===== src/rtl/tmr8_pkg.sv =====
package tmr8_pkg;
  localparam int unsigned CSW = 4;

  typedef enum logic [1:0] {
    OM_OFF = 2'b00,
    OM_TOG = 2'b01,
    OM_CLR = 2'b10,
    OM_SET = 2'b11
  } out_mode_e;

  typedef struct packed {
    logic           ctc;
    logic           pwm;
    out_mode_e      mode;
    logic [CSW-1:0] csel;
  } ctrl_t;

  localparam logic [1:0] ADDR_CTRL = 2'd0;
  localparam logic [1:0] ADDR_CMPA = 2'd1;
  localparam logic [1:0] ADDR_PERC = 2'd2;
endpackage


===== src/rtl/tmr8_regs.sv =====
module tmr8_regs
  import tmr8_pkg::*;
#(
  parameter int unsigned CNT_W = 8
) (
  input  logic             clk,
  input  logic             rst_n,
  input  logic             wr_en,
  input  logic [1:0]       wr_addr,
  input  logic [CNT_W-1:0] wr_data,
  output ctrl_t            ctrl_o,
  output logic [CNT_W-1:0] cmpa_o,
  output logic [CNT_W-1:0] perc_o
);
  ctrl_t            ctrl_q, ctrl_d;
  logic [CNT_W-1:0] cmpa_q, cmpa_d, perc_q, perc_d;

  always_comb begin
    ctrl_d = ctrl_q;
    cmpa_d = cmpa_q;
    perc_d = perc_q;
    if (wr_en) begin
      case (wr_addr)
        ADDR_CTRL: ctrl_d = ctrl_t'(wr_data[7:0]);
        ADDR_CMPA: cmpa_d = wr_data;
        ADDR_PERC: perc_d = wr_data;
        default:   ;
      endcase
    end
  end

  always_ff @(posedge clk or negedge rst_n) begin
    if (!rst_n) begin
      ctrl_q <= '0;
      cmpa_q <= '0;
      perc_q <= '0;
    end else begin
      ctrl_q <= ctrl_d;
      cmpa_q <= cmpa_d;
      perc_q <= perc_d;
    end
  end

  assign ctrl_o = ctrl_q;
  assign cmpa_o = cmpa_q;
  assign perc_o = perc_q;
endmodule


===== src/rtl/tmr8_presc.sv =====
module tmr8_presc #(
  parameter int unsigned CSW = 4
) (
  input  logic           clk,
  input  logic           rst_n,
  input  logic           tick_en,
  input  logic [CSW-1:0] csel,
  output logic           step_o
);
  localparam int unsigned PW = (1 << CSW) - 2;

  logic [PW-1:0] pre_q, pre_d, lim;
  logic [PW:0]   one_sh;

  always_comb begin
    one_sh = (PW+1)'(1) << (csel - CSW'(1));
    lim    = PW'(one_sh - (PW+1)'(1));
    step_o = tick_en && (csel != '0) && (pre_q >= lim);
    pre_d  = pre_q;
    if (csel == '0)   pre_d = '0;
    else if (step_o)  pre_d = '0;
    else if (tick_en) pre_d = pre_q + PW'(1);
  end

  always_ff @(posedge clk or negedge rst_n) begin
    if (!rst_n) pre_q <= '0;
    else        pre_q <= pre_d;
  end


  presc_gap_chk: assert property (@(posedge clk) disable iff (!rst_n)
    (step_o && csel > CSW'(1)) |=> (!$stable(csel) || !step_o));
endmodule


===== src/rtl/tmr8_core.sv =====
module tmr8_core #(
  parameter int unsigned CNT_W = 8
) (
  input  logic             clk,
  input  logic             rst_n,
  input  logic             step,
  input  logic             ctc,
  input  logic             pwm,
  input  logic [CNT_W-1:0] cmpa,
  input  logic [CNT_W-1:0] perc,
  output logic [CNT_W-1:0] nxt_o,
  output logic             hit_o,
  output logic             match_o
);
  logic [CNT_W-1:0] cnt_q, cnt_d, top;
  logic             match_q, wrap_en;

  always_comb begin
    top     = pwm ? perc : cmpa;
    wrap_en = pwm || ctc;
    cnt_d   = cnt_q;
    if (step) begin
      if (wrap_en && cnt_q == top) cnt_d = '0;
      else                         cnt_d = cnt_q + CNT_W'(1);
    end
    hit_o = step && (cnt_d == cmpa);
  end

  always_ff @(posedge clk or negedge rst_n) begin
    if (!rst_n) begin
      cnt_q   <= '0;
      match_q <= 1'b0;
    end else begin
      cnt_q   <= cnt_d;
      match_q <= hit_o;
    end
  end

  assign nxt_o   = cnt_d;
  assign match_o = match_q;


  ctc_clear_chk: assert property (@(posedge clk) disable iff (!rst_n)
    (step && ctc && !pwm && cnt_q == cmpa) |=> (cnt_q == '0));

  free_run_chk: assert property (@(posedge clk) disable iff (!rst_n)
    (step && !ctc && !pwm) |=> (cnt_q == CNT_W'($past(cnt_q) + CNT_W'(1))));

  pwm_period_chk: assert property (@(posedge clk) disable iff (!rst_n)
    (step && pwm && cnt_q == perc) |=> (cnt_q == '0));

  match_flag_chk: assert property (@(posedge clk) disable iff (!rst_n)
    match_q |-> (cnt_q == $past(cmpa)));
endmodule


===== src/rtl/tmr8_outgen.sv =====
module tmr8_outgen
  import tmr8_pkg::*;
#(
  parameter int unsigned CNT_W = 8
) (
  input  logic             clk,
  input  logic             rst_n,
  input  logic             step,
  input  logic             hit,
  input  logic [CNT_W-1:0] nxt,
  input  logic [CNT_W-1:0] cmpa,
  input  logic             pwm,
  input  out_mode_e        mode,
  output logic             out_o
);
  logic out_q, out_d;

  always_comb begin
    out_d = out_q;
    if (pwm) begin
      case (mode)
        OM_TOG:  if (hit)  out_d = ~out_q;
        OM_CLR:  if (step) out_d = (nxt <= cmpa);
        OM_SET:  if (step) out_d = (nxt > cmpa);
        default: ;
      endcase
    end else if (hit) begin
      case (mode)
        OM_TOG:  out_d = ~out_q;
        OM_CLR:  out_d = 1'b0;
        OM_SET:  out_d = 1'b1;
        default: ;
      endcase
    end
  end

  always_ff @(posedge clk or negedge rst_n) begin
    if (!rst_n) out_q <= 1'b0;
    else        out_q <= out_d;
  end

  assign out_o = out_q;


  set_on_match_chk: assert property (@(posedge clk) disable iff (!rst_n)
    (hit && !pwm && mode == OM_SET) |=> out_q);

  pwm_zero_high_chk: assert property (@(posedge clk) disable iff (!rst_n)
    (step && pwm && mode == OM_CLR && nxt == '0) |=> out_q);
endmodule


===== src/rtl/tmr8_cmp_out.sv =====
module tmr8_cmp_out
  import tmr8_pkg::*;
#(
  parameter int unsigned CNT_W = 8
) (
  input  logic             clk,
  input  logic             rst_n,
  input  logic             tick_en,
  input  logic             wr_en,
  input  logic [1:0]       wr_addr,
  input  logic [CNT_W-1:0] wr_data,
  input  logic             dir_en,
  output logic             pin_oe,
  output logic             pin_out,
  output logic             match_a
);
  ctrl_t            ctrl;
  logic [CNT_W-1:0] cmpa, perc, nxt;
  logic             step, hit, out_r;

  tmr8_regs #(.CNT_W(CNT_W)) u_regs (
    .clk(clk), .rst_n(rst_n), .wr_en(wr_en), .wr_addr(wr_addr),
    .wr_data(wr_data), .ctrl_o(ctrl), .cmpa_o(cmpa), .perc_o(perc)
  );

  tmr8_presc #(.CSW(CSW)) u_presc (
    .clk(clk), .rst_n(rst_n), .tick_en(tick_en), .csel(ctrl.csel),
    .step_o(step)
  );

  tmr8_core #(.CNT_W(CNT_W)) u_core (
    .clk(clk), .rst_n(rst_n), .step(step), .ctc(ctrl.ctc), .pwm(ctrl.pwm),
    .cmpa(cmpa), .perc(perc), .nxt_o(nxt), .hit_o(hit), .match_o(match_a)
  );

  tmr8_outgen #(.CNT_W(CNT_W)) u_out (
    .clk(clk), .rst_n(rst_n), .step(step), .hit(hit), .nxt(nxt),
    .cmpa(cmpa), .pwm(ctrl.pwm), .mode(ctrl.mode), .out_o(out_r)
  );

  assign pin_oe  = dir_en && (ctrl.mode != OM_OFF);
  assign pin_out = pin_oe && out_r;
endmodule


===== config.mk =====
export PLATFORM = sky130hd
export DESIGN_NAME = tmr8_cmp_out
export DESIGN_NICKNAME = d
export VERILOG_FILES = /design/src/rtl/tmr8_pkg.sv /design/src/rtl/tmr8_regs.sv /design/src/rtl/tmr8_presc.sv /design/src/rtl/tmr8_core.sv /design/src/rtl/tmr8_outgen.sv /design/src/rtl/tmr8_cmp_out.sv
export SDC_FILE = /design/constraint.sdc
export NUM_CORES = 1
export LEC_CHECK = 0
export CAP_MARGIN = 15
export CORE_UTILIZATION = 54
export DETAILED_ROUTE_END_ITERATION = 6
export GPL_ROUTABILITY_DRIVEN = 0
export PLACE_DENSITY = 0.77
export SKIP_CTS_REPAIR_TIMING = 1
export SLEW_MARGIN = 25
export SYNTH_ARGS = -nofsm -noshare
export SYNTH_HDL_FRONTEND = slang
export SYNTH_SLANG_ARGS = --single-unit

===== constraint.sdc =====
create_clock -name clk -period 4.9 [get_ports clk]
set_clock_uncertainty 0.1 [all_clocks]
set_input_delay 0.49 -clock clk [delete_from_list [all_inputs] [get_ports clk]]
set_output_delay 0.49 -clock clk [all_outputs]
set_load 0.1 [all_outputs]

---- Word level (Yosys, flattened, before mapping) ----
Cells that the tools add are included.
W data, S select, Z words.
word-level totals
  register bits ........................... 48
cells by class
  reduce and logical (&&, ||, !) cells .... 18
  order comparisons ....................... 3
  equal/unequal tests ..................... 10
  mux-type cells .......................... 13
  bitwise logic cells ..................... 1
  add/sub/neg operators ................... 4
  shifts and indexed selects .............. 1
operators with widths
  operator                 number
  $mux W14                 3
  $mux W8                  3
  $eq A8 B8 Y1             2
  $add A14 B1 Y14 const B  1
  $ge A14 B14 Y1           1
  $shl A1 B4 Y14 const A   1
  $sub A14 B1 Y14 const B  1
  $add A8 B1 Y8 const B    1
  $gt A8 B8 Y1             1
  $le A8 B8 Y1             1
  $eq A2 B2 Y1 const B     3
  $logic_and A1 B1 Y1      6
  $ne A3 B3 Y1 const B     2
  $pmux W1 S3              2
  $reduce_and A2 Y1        3
  $reduce_bool A3 Y1       2
  $mux W1                  5
  $reduce_and A5 Y1        1
  $eq A2 B1 Y1 const B     2
  $logic_not A4 Y1         1
  $reduce_bool A2 Y1       2
  $reduce_bool A4 Y1       1
  $sub A4 B1 Y4 const B    1
  $logic_not A2 Y1         1
  3 further kinds          3

---- Depth between registers and ports, before layout ----
  word-level depth ........................ 11
  depth in mapped cells ................... 25
  gate-level depth less buffers ........... 22

---- By module ----
From an unflattened synthesis, not the netlist that was laid out.
second synthesis, totals
  cells, all modules ...................... 387
  area, all modules ....................... 3548.4 um2
by module, submodules not included
  module        area an instance (um2)  times used  cells an instance
  tmr8_presc    1427.6                  1           183
  tmr8_regs     912.1                   1           51
  tmr8_core     883.3                   1           110
  tmr8_outgen   307.8                   1           41
  tmr8_cmp_out  17.5                    1           2

---- Least setup slack after synthesis ----
OpenSTA, ideal clock, no wires.
  path kind ............................... reg2reg
  from .................................... register u_regs.ctrl_q (netlist bit u_regs.ctrl_o[3])
  to ...................................... register u_out.out_q (netlist: u_out.out_o)
  period minus slack after synthesis ...... 4.668 ns
  data required time ...................... 4.671 ns
  stages on the path, launching flop included .. 24
  arrival ................................. 4.439 ns
  slack ................................... 0.232 ns
  setup time .............................. 0.129 ns
  path through ............................ dfrtp_1 > buf_2 > inv_1 > nand2_1 > nor2_1 > nand2_1 > ha_1 > clkbuf_1 > nor3_1 > a32oi_1 > ha_1 > a21oi_1 > a21boi_0 > o311a_4 > o21bai_1 > clkbuf_1 > o21ai_0 > ha_1 > nor2b_1 > o211ai_1 > a21oi_1 > or3_1 > o2111ai_1 > mux2i_1
between the ends
  cells in the longest elaborated chain, start to end .. 10
RTL lines
  item                                          line                RTL
  start: declaration                            tmr8_regs.sv:15     ctrl_t ctrl_q, ctrl_d;
  start signal: assignment                      tmr8_regs.sv:38     ctrl_q <= ctrl_d;
  $sub A4 B1 Y4                                 tmr8_presc.sv:16    one_sh = (PW+1)'(1) << (csel - CSW'(1));
  $shl A1 B4 Y14                                tmr8_presc.sv:16
  $sub A14 B1 Y14                               tmr8_presc.sv:17    lim = PW'(one_sh - (PW+1)'(1));
  $ge A14 B14 Y1                                tmr8_presc.sv:18    step_o = tick_en && (csel != '0) && (pre_q >= lim);
  $logic_and A1 B1 Y1 (*)                       tmr8_presc.sv:18
  $mux W8 (*)                                   tmr8_core.sv:22     if (step) begin
  via nxt[1]                                    tmr8_cmp_out.sv:18  logic [CNT_W-1:0] cmpa, perc, nxt;
  $gt A8 B8 Y1, or another cell as far along    tmr8_outgen.sv:24   OM_SET: if (step) out_d = (nxt > cmpa);
  $mux W1, or another cell as far along         tmr8_outgen.sv:24
  $pmux W1 S3, or another cell as far along     tmr8_outgen.sv:21   case (mode)
  $mux W1 or $reduce_and A5 Y1 (tied branches)  n/a
  end signal: assignment                        tmr8_outgen.sv:39   else out_q <= out_d;
  end: declaration                              tmr8_outgen.sv:16   logic out_q, out_d;
The timed path passes the listed nets; every way through them passes the cells marked *. The select of a mux whose other input is x is not followed.
A chain may end at the register's enable or synchronous reset.

---- Final worst setup path ----
Ends and elaborated chain as after synthesis.

==> qor.csv <==
metric;value;unit
leakage;1.61;nW
yosysTopAreaCell;dfrtp_1;
finalHoldViolCount;0;
route.met2.wl;3660;µm
clk_pin_slew;0.09;ns
tightest_slew;0.973;ns
rr_worst_depth;22;
synth.top_cells.by_count;dfrtp_1 (48), nand2_1 (29), o21ai_0 (26);
htreeDepth;2;
critPathMaxFanout;7;
p_switching;0.000429;W
hpwl;5300;µm
syn_nets;381;
fin_ws;0.205;ns
grt-ovfl-total;0;
peakVddDrop;0.165;mV
p_clk_frac;0.255;
status;finished clean;
start_util;0.570;
final_nets;406;
dp.cells;427;
setup_viol;0;
die-area;0.00623;mm²
wl_met3;227;µm
drtIter0Drc;173;
comb_power_share;0.334;
switching_share;0.351;
netlist_area;0.00319;mm²
synthMostInstantiatedCell;dfrtp_1;
maxCapViolations;0;
max_stage_delay;0.52;ns
n_fill_cell;444;
pin_count;18;
track_usage;0.247;
io_buffers;17;
p_seq_frac;0.411;
core-area;0.00561;mm²
finalNonFillerCells;439;
synth_edf_count;0;
synth-main-ff-cell;dfrtp_1;
clk_path_buf_depth;2;
dr.pass1.iters;4;
post-route-period-util;0.958;
power.internal;0.000794;W
synth.distinct_cells;50;
dieHeight;78.9;µm
avgSynthCellArea;9.37;µm²
yosys_warnings;0;
worstHoldPathType;in -> async;
grt_max_degree;49;
root_buffer;clkbuf_8;
critPathLaunchType;register;
synth_top_cells_by_area;dfrtp_1 (38%), ha_1 (9.8%), mux2_2 (7.4%), o21ai_0 (4.1%), a21oi_1 (3.8%);
cts_tree;done;
clkLatencyLatePin;0.31;ns
max_freq;0.213;GHz
viasPerCell;6.04;
powerDensity;335;mW/mm²
max_slew_margin;0.350;
cts_num_sinks;48;
routedWlPerCell;16.3;µm
slew_violations;0;
pre_cts_ws;-0.0286;ns
route.detailed.drc;0;
wirelength;7180;µm
min_period;4.70;ns
wl_met1;3120;µm
die_w;78.9;µm
synth-seq-area-share;0.376;
grt_pass1_wl;12000;µm
slowest_stage;or4b_1;
antenna_cells;0;
ys_seq_elements;48;
required;5.00;ns
synth_top_area_frac;0.376;
async_reset_ff_frac;1.00;
cts_buffers;5;
synthCells;341;
dr.max_layer_used;met4;
antenna_found_initial;0;
drive_gt1_frac;0.177;
vias;2652;
ant_nets;0;
cp.arrival;4.79;ns
area_growth_syn_to_layout;14.4;%
endpoint_kind;register;
grt_pass1_vias;2599;
std_cell_rows;27;
path_cells;inv_1 -> nand2_2 -> nor2_2 -> nand2_1 -> ha_2 -> or3_1 -> a21oi_2 -> a21oi_1 -> ha_1 -> nand4_1 -> nor2_2 -> a221o_1 -> o21bai_4 -> buf_4 -> or4b_1 -> nand3_2 -> ha_1 -> nand4_1 -> a21oi_1 -> or3_1 -> o2111ai_1 -> mux2i_1;
path_class;reg -> reg;
==> flip-flops by register name (all words and copies together) (netlist names) <==
signal          count
u_presc.pre_q      14
u_core.cnt_q        8
u_regs.cmpa_o       8
u_regs.ctrl_o       8
u_regs.perc_o       8
u_core.match_o      1
u_out.out_o         1
==> cells by family after synthesis <==
logic type,synth area share
compound gates,0.162
fa+ha+maj,0.0979
simple gates,0.195
buf+inv,0.0400
mux,0.0991
xor+xnor,0.0302
flops,0.376
==> power groups by stage <==
stage                     clock network, W  logic [W]  registers [W]
final                             0.000312   0.000408       0.000502
after global routing              0.000332   0.000452       0.000511
after CTS                         0.000316   0.000391       0.000501
after detailed placement                 0   0.000387       0.000509
after global placement                   0   0.000373       0.000506
after floorplan                          0   0.000295       0.000487
==> final timing paths <==
check / from / endpoint / slack (ns)
worst min register to register: u_regs.ctrl_o[7]$_DFFE_PN0P_ / u_regs.ctrl_o[7]$_DFFE_PN0P_ / 0.41
max in group asynchronous: rst_n / u_regs.ctrl_o[3]$_DFFE_PN0P_ / 4.13
worst min-delay path: rst_n / u_regs.ctrl_o[5]$_DFFE_PN0P_ / 0.16
min in group clk: u_regs.ctrl_o[7]$_DFFE_PN0P_ / u_regs.ctrl_o[7]$_DFFE_PN0P_ / 0.41
worst max-delay path: u_regs.ctrl_o[3]$_DFFE_PN0P_ / u_out.out_o$_DFFE_PN0P_ / 0.20
worst max register to register: u_regs.ctrl_o[3]$_DFFE_PN0P_ / u_out.out_o$_DFFE_PN0P_ / 0.20
==> placed cells by master, fill, tap and decap left out, types with 6 or more instances in the layout <==
cell / instances
o21ai_0: 25
buf_4: 13
dfrtp_1: 48
nand3_1: 12
ha_1: 24
nor3_1: 6
nand4_1: 6
mux2_2: 21
inv_1: 17
nor2_1: 14
a21o_1: 6
nand2_1: 28
a21oi_1: 23
mux2i_1: 8
xnor2_1: 11
clkdlybuf4s50_1: 16
and3_1: 8
clkbuf_8: 6
==> layout make-up <==
class | count | area [µm²] | area share
Timing Repair Buffer | 30 | 263 | 0.0719
Inverter | 18 | 67.6 | 0.0185
Clock inverter | 2 | 38.8 | 0.0106
Multi-Input combinational cell | 263 | 1910 | 0.523
Sequential cell | 48 | 1200 | 0.329
Tap cell | 72 | 90.1 | 0.0247
Clock buffer | 6 | 82.6 | 0.0226
==> metrics by stage <==
step	util	setup TNS, ns	instance area, µm²	hold slack [ns]	total power, W
2_1_floorplan	-	0	3190	0.0944	0.000782
3_3_place_gp	0.616	0	3460	0.387	0.000879
3_5_place_dp	0.616	-0.0286	3460	0.392	0.000896
4_1_cts	0.638	-0.0740	3580	0.198	0.00121
5_1_grt	0.651	-0.0436	3650	0.229	0.00129
6_report	0.651	0	3650	0.164	0.00122
==> per-layer routing <==
metal / up-vias / global-route usage
li1: 1287 / -
met1: 1290 / 0.307
met2: 59 / 0.435
met3: 16 / 0.0391
met4: 0 / 0.0855
met5: - / 0
==> critical path, delay by kind of cell (launching register included) <==
kind / cells / cell delay, ns
muxes: 1 / 0.10
DFF: 1 / 0.39
and+or+nand+nor: 10 / 2.20
adders and majority gates: 3 / 0.78
buffers and inverters: 2 / 0.27
AOI/OAI and AO/OA: 6 / 0.74
Power figures use the tool's default switching activity.
